--- config.mk ---
export PLATFORM = sky130hd
export DESIGN_NAME = stw_seq
export DESIGN_NICKNAME = d
export VERILOG_FILES = /design/src/rtl/stw_pkg.sv /design/src/rtl/stw_tickdiv.sv /design/src/rtl/stw_stabcnt.sv /design/src/rtl/stw_actsel.sv /design/src/rtl/stw_seq.sv
export SDC_FILE = /design/constraint.sdc
export NUM_CORES = 1
export LEC_CHECK = 0
export BUFFER_PORTS_ARGS = -buffer_cell sky130_fd_sc_hd__buf_2
export CORE_ASPECT_RATIO = 1.75
export CORE_UTILIZATION = 35
export CTS_BUF_LIST = sky130_fd_sc_hd__clkbuf_4 sky130_fd_sc_hd__clkbuf_8
export CTS_CLUSTER_DIAMETER = 60
export DETAILED_ROUTE_END_ITERATION = 8
export PLACE_DENSITY_LB_ADDON = 0.12
export SYNTH_ARGS = -nofsm -noshare
export SYNTH_HDL_FRONTEND = slang
export SYNTH_HIERARCHICAL = 1
export SYNTH_SLANG_ARGS = --single-unit
export TNS_END_PERCENT = 30
--- constraint.sdc ---
create_clock -name clk -period 2.9 [get_ports clk]
set_clock_uncertainty 0.05 [all_clocks]
set_input_delay 0.435 -clock clk [delete_from_list [all_inputs] [get_ports clk]]
set_output_delay 0.435 -clock clk [all_outputs]
set_load 0.1 [all_outputs]
--- src/rtl/stw_pkg.sv ---
package stw_pkg;
   typedef enum logic [1:0] {
      ST_RUN    = 2'd0,
      ST_STOP   = 2'd1,
      ST_STAB   = 2'd2,
      ST_RESUME = 2'd3
   } stw_state_e;

   typedef enum logic [1:0] {
      ACT_FALL = 2'd0,
      ACT_IRQ  = 2'd1,
      ACT_WDT  = 2'd2,
      ACT_RST  = 2'd3
   } stw_act_e;
endpackage

--- src/rtl/stw_tickdiv.sv ---
module stw_tickdiv #(
   parameter int DIV_W = 2
) (
   input  logic             clk,
   input  logic             rst_n,
   input  logic             load,
   input  logic [DIV_W-1:0] div_in,
   input  logic             en,
   input  logic             tick,
   output logic             step
);
   localparam int SUB_W = (1 << DIV_W) - 1;

   logic [DIV_W-1:0] div_q;
   logic [SUB_W-1:0] sub_q;
   logic [SUB_W-1:0] lim;
   logic             last;

   assign lim  = ~({SUB_W{1'b1}} << div_q);
   assign last = (sub_q == lim);
   assign step = en & tick & last;

   always_ff @(posedge clk or negedge rst_n) begin
      if (!rst_n) begin
         div_q <= '0;
         sub_q <= '0;
      end else begin
         if (load) div_q <= div_in;
         if (!en)
            sub_q <= '0;
         else if (tick)
            sub_q <= last ? '0 : sub_q + 1'b1;
      end
   end
endmodule

--- src/rtl/stw_stabcnt.sv ---
module stw_stabcnt #(
   parameter int CNT_W = 8
) (
   input  logic clk,
   input  logic rst_n,
   input  logic clr,
   input  logic step,
   output logic ovf
);
   logic [CNT_W-1:0] cnt_q;

   assign ovf = step & (&cnt_q);

   always_ff @(posedge clk or negedge rst_n) begin
      if (!rst_n)
         cnt_q <= '0;
      else if (clr)
         cnt_q <= '0;
      else if (step)
         cnt_q <= cnt_q + 1'b1;
   end
endmodule

--- src/rtl/stw_actsel.sv ---
module stw_actsel
   import stw_pkg::*;
(
   input  logic     gie,
   input  logic     wdt_seen,
   input  logic     wdt_mode,
   input  logic     wdt_irq_en,
   output stw_act_e act
);
   always_comb begin
      if (!gie)
         act = ACT_FALL;
      else if (!wdt_seen)
         act = ACT_IRQ;
      else if (wdt_mode)
         act = ACT_RST;
      else if (wdt_irq_en)
         act = ACT_WDT;
      else
         act = ACT_IRQ;
   end
endmodule

--- src/rtl/stw_seq.sv ---
module stw_seq
   import stw_pkg::*;
#(
   parameter int DIV_W = 2,
   parameter int CNT_W = 8
) (
   input  logic             clk,
   input  logic             rst_n,
   input  logic             ext_rst,
   input  logic             stop_req,
   input  logic             rcwdt_sel,
   input  logic [DIV_W-1:0] div_sel,
   input  logic             presc_tick,
   input  logic             ext_irq,
   input  logic             wdt_event,
   input  logic             gie,
   input  logic             wdt_mode,
   input  logic             wdt_irq_en,
   output logic             osc_en,
   output logic             core_clk_en,
   output logic             hold_ports,
   output logic [1:0]       state,
   output logic             resume_pulse,
   output logic [1:0]       resume_action,
   output logic             int_reset
);
   generate
      if (DIV_W < 1 || DIV_W > 3) begin : g_bad_div
         $error("stw_seq: DIV_W must lie in 1..3");
      end
      if (CNT_W < 2 || CNT_W > 16) begin : g_bad_cnt
         $error("stw_seq: CNT_W must lie in 2..16");
      end
   endgenerate

   stw_state_e st_q, st_d;
   stw_act_e   act_q, act_sel;
   logic       pend_q, irst_q;
   logic       enter_stop, in_stab, step, ovf, wdt_seen, fire;

   assign in_stab    = (st_q == ST_STAB);
   assign enter_stop = (st_q == ST_RUN) & stop_req & rcwdt_sel & ~ext_rst;
   assign wdt_seen   = pend_q | wdt_event;
   assign fire       = in_stab & ovf & ~ext_rst;

   stw_tickdiv #(.DIV_W(DIV_W)) u_div (
      .clk    (clk),
      .rst_n  (rst_n),
      .load   (enter_stop),
      .div_in (div_sel),
      .en     (in_stab),
      .tick   (presc_tick),
      .step   (step)
   );

   stw_stabcnt #(.CNT_W(CNT_W)) u_cnt (
      .clk   (clk),
      .rst_n (rst_n),
      .clr   (~in_stab),
      .step  (step),
      .ovf   (ovf)
   );

   stw_actsel u_act (
      .gie        (gie),
      .wdt_seen   (wdt_seen),
      .wdt_mode   (wdt_mode),
      .wdt_irq_en (wdt_irq_en),
      .act        (act_sel)
   );

   always_comb begin
      st_d = st_q;
      unique case (st_q)
         ST_RUN:    if (stop_req && rcwdt_sel) st_d = ST_STOP;
         ST_STOP:   if (ext_irq)               st_d = ST_STAB;
         ST_STAB:   if (ovf)                   st_d = ST_RESUME;
         ST_RESUME:                            st_d = ST_RUN;
         default:                              st_d = ST_RUN;
      endcase
      if (ext_rst) st_d = ST_RUN;
   end

   always_ff @(posedge clk or negedge rst_n) begin
      if (!rst_n) begin
         st_q   <= ST_RUN;
         act_q  <= ACT_FALL;
         pend_q <= 1'b0;
         irst_q <= 1'b0;
      end else begin
         st_q   <= st_d;
         irst_q <= ext_rst | (fire & (act_sel == ACT_RST));
         if (fire) act_q <= act_sel;
         if (ext_rst || enter_stop)
            pend_q <= 1'b0;
         else if (wdt_event && (st_q == ST_STOP || in_stab))
            pend_q <= 1'b1;
      end
   end

   assign osc_en        = (st_q != ST_STOP);
   assign core_clk_en   = (st_q == ST_RUN) | (st_q == ST_RESUME);
   assign hold_ports    = (st_q == ST_STOP) | in_stab;
   assign state         = st_q;
   assign resume_pulse  = (st_q == ST_RESUME);
   assign resume_action = act_q;
   assign int_reset     = irst_q;
endmodule

* After elaboration in Yosys (flattened, before gate mapping)
Index checks and enable logic that the tools add are counted.
Cells by class: $add $sub $neg 2, $mul 0, div/mod/pow operators 0, order comparisons 0, equal/unequal tests 11, shift-type cells 1, mux-type cells 16, bitwise logic cells 15, reduce and logical (&&, ||, !) cells 8
Operators by type and width (count):
- $mux W2 | 8
- $mux W8 | 2
- $and A1 B1 Y1 | 9
- $mux W3 | 3
- $add A8 B1 Y8 const B | 1
- $pmux W2 S4 | 1
- $reduce_and A8 Y1 | 1
- $eq A2 B2 Y1 const B | 3
- $ne A3 B2 Y1 const B | 2
- $ne A2 B1 Y1 const B | 2
- $or A1 B1 Y1 | 4
- $add A3 B1 Y3 const B | 1
- $eq A3 B3 Y1 | 1
- $ne A3 B3 Y1 const B | 1
- $not A3 Y3 | 1
- $reduce_and A3 Y1 | 1
- $shl A3 B2 Y3 const A | 1
- $eq A2 B1 Y1 const B | 1
- $logic_and A1 B1 Y1 | 2
- $logic_not A2 Y1 | 1
- $logic_or A1 B1 Y1 | 2
- $mux W1 | 2
- $ne A2 B2 Y1 const B | 1
- $reduce_bool A2 Y1 | 1
- $not A1 Y1 | 1
Word-level totals: bits in registers 19, latch bits 0, bits in writable memories 0, memory bits (read-only) 0, output and inout port bits 9, memories kept 0

* Logic depth before layout (Yosys ltp)
Gate-level depths: netlist of run 1.
word-level depth 9, gate-level depth with buffers 10, depth with buffers taken out 9

* Modules after synthesis
The synthesis of run 1 kept the hierarchy.
Modules (own cells, without submodules):
- stw_stabcnt | instances 1, cells an instance 39, area an instance 402.9 um^2
- stw_seq | instances 1, cells an instance 36, area an instance 380.4 um^2
- stw_tickdiv | instances 1, cells an instance 28, area an instance 285.3 um^2
- stw_actsel | instances 1, cells an instance 3, area an instance 21.3 um^2

* Worst setup path after synthesis of run 1
Ideal clock, no wire load.
kind register to register, start point reg st_q[0] (netlist: state[0]), end point reg st_q[1] (netlist: state[1]), library setup time 0.065 ns, data arrival time 3.349 ns, data required time 2.785 ns, slack -0.564 ns, cell stages (with the launch flop) 6, buffers on the path 0, path through dfrtp_1 > inv_1 > ha_1 > inv_1 > nor4_1 > o21a_1
Between the ends: word-level cells in the longest chain between the ends 6, elaborated cells on any way between the ends 13
RTL lines:
- from (decl) | RTL line stw_seq.sv:36 | stw_state_e st_q, st_d;
- from (signal assigned) | RTL line stw_seq.sv:91 | st_q <= st_d;
- $eq A2 B2 Y1 | RTL line stw_seq.sv:41, stw_seq.sv:74
- $and A1 B1 Y1 (2 in series) | RTL line stw_tickdiv.sv:21 | assign step = en & tick & last;
- $and A1 B1 Y1 | RTL line stw_stabcnt.sv:12 | assign ovf = step & (&cnt_q);
- $ne A3 B2 Y1 (no source line)
- $reduce_and A3 Y1 (no source line)
Several ways; a longest one is shown, not always the timed one. A chain may end at the register's enable or synchronous reset.

* Worst setup path in the final report of run 1
start point reg u_div.sub_q[1], end point reg st_q[1] (netlist: state[1])
Between the ends: word-level cells in the longest chain between the ends 5
RTL lines:
- from (decl) | RTL line stw_tickdiv.sv:15 | logic [SUB_W-1:0] sub_q;
- from (signal assigned) | RTL line stw_tickdiv.sv:32 | sub_q <= last ? '0 : sub_q + 1'b1;
- $eq A3 B3 Y1 | RTL line stw_tickdiv.sv:20 | assign last = (sub_q == lim);
- $and A1 B1 Y1 | RTL line stw_tickdiv.sv:21
- net step | RTL line stw_seq.sv:39 | logic enter_stop, in_stab, step, ovf, wdt_seen, fire;
- $and A1 B1 Y1 | RTL line stw_stabcnt.sv:12
- net ovf | RTL line stw_seq.sv:39
- $ne A3 B2 Y1 (no source line)
- $reduce_and A3 Y1 (no source line)
The timed path passes the listed nets, and every way through them passes these cells.

==> metrics.md, run 1 <==
| Metric | Value |
|---|---|
| Sw frac | 0.513 |
| Area grow syn2layout | 16.8% |
| Largest net degree at the start of global routing | 20 |
| Layout cell share with drive strength beyond 1 | 0.271 |
| TritonRoute pass-1 iters | 4 |
| Most used DFF post-synth | dfrtp_1 |
| Hpwl dp | 1.66 mm |
| Part of the power in combinational logic | 0.521 |
| First-pass GRT wire length | about 3.7 mm |
| Vias in the first global route | roughly 860 |
| Clk slew on worst S/H paths | 70 ps |
| Pre-CTS setup slack | roughly 470 ps |
| Min cycle time layout | 2420 ps |
| Maximum fanout along the worst path | 6 |
| Worst-Skew Late Latency | between 200 and 300 ps |
| Worst EP arrival | approximately 2500 ps |
| CP Cell Sequence | nor3_1 -> o21ai_2 -> nand2_1 -> and3_1 -> nand3_1 -> nor3_1 -> nor2b_1 -> o31a_2 -> o21a_1 |
| Die Y | 75.8 µm |
| Antenna diode count | 0 |
| Clock share of power | 0.174 |
| Die ar. | 0.00335 mm² |
| Routed Antenna Nets | 0 |
| Slew headroom | 0.676 |
| Crit path required time | around 3000 ps |
| CTS root buffer | clkbuf_8 |
| Top cell type's share of synthesized area | 0.436 |
| Most frequent cells after synthesis | dfrtp_1, ha_1, nor2_1 |
| LEAKAGE | 0.000616 µW |
| Postcts setup bufs | 0 |
| Post-Syn Nets | between 100 and 150 |
| Cells after Synth | around 110 |
| CTS hold repair buffers | 0 |
| Power Density | 866 mW/mm² |
| WL/cell | around 14 µm |
| DP Area | approximately 0.0012 mm² |
| Final wirelength | 2.17 mm |
| Final setup margin | between 400 and 500 ps |
| Pint | between 500 and 600 µW |
| Fin. Hold Viols | 0 |
| Core area | 0.00293 mm² |
| Clock Sinks | 19 |
| Via count | 860 |
| Synth Cell Area | around 0.0011 mm² |
| CP dominant cell by count | nor3_1 |
| # rows | 26 |
| Chip width | between 40 and 50 µm |
| Setup crit end kind | flop |
| Slowest-stage cell, CP | dfrtp_1 |
| NetSw | between 500 and 600 µW |
| Number of synthesized flops with an enable pin | 0 |
| Vias/cell | 5.48 |
| Yosys synthesis warning count | 6 |
| Initial DRC count | 10 |
| Gpl congestion | 0.755 |
| WS Path Type | reg2reg |
| Syn avg cell area | 10.3 µm² |
| FF+latch count, synth | 19 |
| Slowest stage delay, CP | between 400 and 500 ps |
| DRC viols | 0 |
| Non-filler cells, final | around 160 |
| Io pins | 22 |
| Peak Freq | roughly 0.41 GHz |
| Sequential-to-total area share from yosys stat | 0.436 |
| Placed insts | 153 |
| Least-Margin Pin Slew | just under 500 ps |
| # port buffers | 21 |
| Fraction of registers with async set/reset | 1.00 |
| Antenna violations before repair | 0 |
| Yosys cell types | 39 |
| Startpoint types | flop |
| CTS buffer count | 3 |
| CP delay by family, top | simple AND/OR/NAND/NOR gates |
| Post-synth top area cell | dfrtp_1 |
| Design area | 0.00127 mm² |
| Total of max-cap violations | 0 |
| CTS tree | done |
| WP buf/inv | 0 |
| RSZ-0062 raised after global routing | false |
| Initial Utilization | 0.372 |
| Synth top area cells | dfrtp_1, ha_1, nor2_1 |
| Quantity of gates resized following cts | 0 |
| Overflow after GRT | 0 |
| Status | finished, final reports clean |
| Max IR drop VDD | 0.729 mV |
| Final period utilization | 0.833 |
| Hold Crit Class | in2async |
| Clock buffer depth | 2 |
| Pins Over Slew Limit | 0 |
| Seq pwr share | 0.305 |
| Setup TNS Final | 0 ps |
| Setup violations, final | 0 |
| Global-route usage over all layers | 0.151 |
| Fin nets | around 150 |
| Final Power | 1100 µW |
| Cell with the most instances after synthesis | dfrtp_1 |
| CTS H-tree lvls | 1 |
-- cell families (layout without fill, tap and decap cells) --
logic type / Yosys count / in the layout / synth area share
DFF: 19 / 19 / 0.436
adders and majority gates: 8 / 8 / 0.0919
buffers and inverters: 9 / 32 / 0.0344
muxes: 6 / 6 / 0.0597
AOI/OAI and AO/OA: 20 / 20 / 0.131
xor gates and xnor gates: 5 / 5 / 0.0402
and+or+nand+nor: 39 / 39 / 0.207
-- stage by stage --
stage          utilization  hold WS, ps
2_1_floorplan            -         89.4
3_3_place_gp         0.418          357
3_5_place_dp         0.418          362
4_1_cts              0.435         86.0
5_1_grt              0.435          110
6_report             0.435         64.8
-- layer usage --
metal | part of all wire | global-route usage
met1 | 0.41 | 0.166
met2 | 0.54 | 0.265
met3 | 0.032 | 0.0237
met4 | 0.018 | 0.0909
met5 | 0 | 0
-- power by group through the flow --
stage               registers, µW  clock network [µW]  logic (µW)
global route                  341                 212         618
finish                        336                 192         575
detailed placement            339                   0         578
floorplan                     415                   0         414
CTS                           335                 200         581
global placement              338                   0         577
-- cell usage in the layout (no fill, tap or decap), types with 2 or more instances in the layout --
cell type | netlist | routed
nor3_1 | 2 | 2
and3_1 | 2 | 2
a21boi_1 | 2 | 2
nand4_1 | 2 | 2
nor2_1 | 8 | 8
dfrtp_2 | 0 | 2
buf_2 | 0 | 21
dfrtp_1 | 19 | 17
nand2_1 | 6 | 6
a21oi_1 | 4 | 4
ha_1 | 8 | 7
inv_1 | 7 | 7
or3_1 | 3 | 3
o21ai_0 | 3 | 3
xor2_1 | 3 | 3
nand3_1 | 5 | 5
mux2_2 | 2 | 2
nor2b_1 | 2 | 2
clkbuf_8 | 0 | 3
mux2i_1 | 2 | 2
xnor2_1 | 2 | 2
and2_1 | 2 | 2
mux2_1 | 2 | 2
o21a_1 | 2 | 2
-- worst paths after layout --
path,slack [ps],cells after the start,end,startpoint
worst max-delay path,480,9,state[1],u_div/sub_q[1]
worst min-delay path,60,1,u_div/sub_q[0],rst_n
max in group asynchronous,2410,1,state[0],rst_n
worst max register to register,480,9,state[1],u_div/sub_q[1]
min in group clk,340,2,pend_q,ext_rst
worst min register to register,470,1,resume_action[0],resume_action[0]
-- final cells by class --
cell class	instances	area, µm²
flip-flops and latches	19	478
well taps	28	35.0
fillers	293	1660
clock buffers	4	48.8
repair buffers	21	105
inverters	7	26.3
multi-input cells	78	579
-- registers in the layout (all words and copies together) (netlist names) --
signal	count
u_cnt/cnt_q	8
u_div/sub_q	3
resume_action	2
state	2
u_div/div_q	2
int_reset	1
pend_q	1
-- worst reg2reg max path: stages (launching register included) --
cell,delay (ps)
dfrtp_1,430
nor3_1,240
o21ai_2,100
nand2_1,90
and3_1,340
nand3_1,170
nor3_1,300
nor2b_1,130
o31a_2,300
o21a_1,160
Note: power is estimated with default switching activity, not from simulation.
==> run 2: changes to the inputs <==
clock period = 2 ns   (was 2.9 ns; I/O delays follow)
==> metrics.md, run 2 (synthesized netlist as in run 1, its figures left out) <==
| Metric | Value |
|---|---|
| Status | finished, final reports clean |
| Via count | slightly above 900 |
| Clock buffer depth | 2 |
| Fin. Hold Viols | 0 |
| CTS buffer count | 3 |
| Overflow after GRT | 0 |
| RSZ-0062 raised after global routing | true |
| Final period utilization | 0.988 |
| Chip width | approximately 44 µm |
| Fin nets | between 150 and 200 |
| Clock Sinks | 19 |
| Setup crit end kind | flop |
| Routed Antenna Nets | 0 |
| Power Density | 1250 mW/mm² |
| WS Path Type | reg2reg |
| Slew headroom | 0.673 |
| DRC viols | 0 |
| Met3 layer usage reported by global route | 0.0308 |
| Setup TNS Final | 0 ps |
| Largest net degree at the start of global routing | 20 |
| Part of the power in combinational logic | 0.567 |
| Total of max-cap violations | 0 |
| Top flop regs | u_cnt/cnt_q: 8 flops, u_div/sub_q: 3 flops |
| Pint | around 920 µW |
| Non-filler cells, final | between 150 and 200 |
| Grt met2 use | 0.327 |
| Die Y | approximately 76 µm |
| Area grow syn2layout | 32.1% |
| Slowest stage delay, CP | between 400 and 500 ps |
| Startpoint types | flop |
| Pins Over Slew Limit | 0 |
| # rows | 26 |
| First-pass GRT wire length | about 4.3 mm |
| Clk slew on worst S/H paths | about 70 ps |
| Worst-Skew Late Latency | 260 ps |
| LEAKAGE | just under 0.0007 µW |
| Min cycle time layout | just under 2000 ps |
| CTS tree | done |
| Initial Utilization | 0.372 |
| Initial DRC count | 23 |
| Final Power | between 1500 and 2000 µW |
| Final setup margin | 23.7 ps |
| Sw frac | 0.490 |
| Slowest-stage cell, CP | dfrtp_1 |
| Antenna violations before repair | 0 |
| GRT busiest layer | met2 |
| Max IR drop VDD | about 0.93 mV |
| Antenna diode count | 0 |
| Worst EP arrival | approximately 2100 ps |
| Clock share of power | 0.157 |
| Biggest register | u_cnt/cnt_q |
| Seq pwr share | 0.277 |
| Vias in the first global route | approximately 1000 |
| Crit path required time | approximately 2100 ps |
| Maximum fanout along the worst path | 3 |
| WL/cell | around 14 µm |
| Worst hold path depth | 2 |
| Die ar. | approximately 0.0033 mm² |
| Pre-CTS setup slack | -29.3 ps |
| Core area | 0.00293 mm² |
| Global-route usage over all layers | 0.175 |
| Peak Freq | ~0.51 GHz |
| Layout cell share with drive strength beyond 1 | 0.386 |
| CTS H-tree lvls | 1 |
| CP Cell Sequence | xnor2_1 -> nand4_1 -> nand2_1 -> and3_4 -> nand3_4 -> nor3_4 -> nor2b_2 -> o31a_2 -> o21a_1 |
| CTS root buffer | clkbuf_8 |
| Max FFs per register | 8 |
| Hpwl dp | roughly 1.8 mm |
| R2r worst-path depth | 9 |
| Least-Margin Pin Slew | slightly below 500 ps |
| Met1 Track Usage GR | 0.180 |
| Vias/cell | between 5 and 6 |
| Placed insts | approximately 160 |
| Final wirelength | roughly 2.4 mm |
| TritonRoute pass-1 iters | 4 |
| Gpl congestion | ~0.82 |
| NetSw | approximately 880 µW |
| Commonest non-fill, non-tap cell in the layout | buf_2 |
| # port buffers | 21 |
| Commonest non-fill, non-tap cells in the layout | buf_2, dfrtp_1, buf_4 |
| Hold Crit Class | in2reg |
| Setup violations, final | 0 |
| Io pins | 22 |
[run 2: area by class of cell]
type	count	area (µm²)
Fill cell	276	1490
Multi-Input combinational cell	78	629
Sequential cell	19	483
Timing Repair Buffer	32	209
Clock buffer	4	48.8
Inverter	7	35.0
Tap cell	28	35.0
[run 2: worst max-delay path: cells and delay by family, from the launching register on]
family           cells  cell delay [ps]
flip-flops           1              410
XOR/XNOR             1              180
AND/OR/NAND/NOR      6              780
AO/OA/AOI/OAI        2              450
[run 2: worst paths after layout]
path                                   from  slack [ps]          endpoint
setup / recovery             u_div/sub_q[2]          20          state[1]
hold / removal                   div_sel[0]         200    u_div/div_q[0]
setup reg to reg             u_div/sub_q[2]          20          state[1]
hold reg to reg            resume_action[1]         470  resume_action[1]
max in group asynchronous             rst_n        1100          state[1]
min in group asynchronous             rst_n         460    u_cnt/cnt_q[0]
[run 2: timing repair]
action,in CTS,in global routing
endpoints found under the setup margin,3,6
gates resized for setup,6,2
pin swaps,6,3
hold buffers,1,0
endpoints found under the hold margin,19,0
setup buffers,4,1
[run 2: metal layers]
layer / share of wire / up-vias
met1: 0.40 / 457
met4: 0.020 / 0
met3: 0.027 / 5
li1: - / 447
met2: 0.56 / 21
met5: 0 / -
[run 2: per-stage QoR]
step	hold slack (ps)	area [µm²]	utilization
final	205	1440	0.492
after detailed placement	220	1310	0.446
after global placement	223	1310	0.446
after global routing	207	1440	0.492
after floorplan	-45.6	1120	-
after CTS	197	1430	0.487
[run 2: power groups by stage]
stage | Clock, µW | Sequential, µW | Combinational [µW]
after floorplan | 0 | 619 | 649
after global routing | 306 | 508 | 1090
after CTS | 291 | 499 | 1000
after detailed placement | 0 | 505 | 976
final | 282 | 498 | 1020
after global placement | 0 | 502 | 969
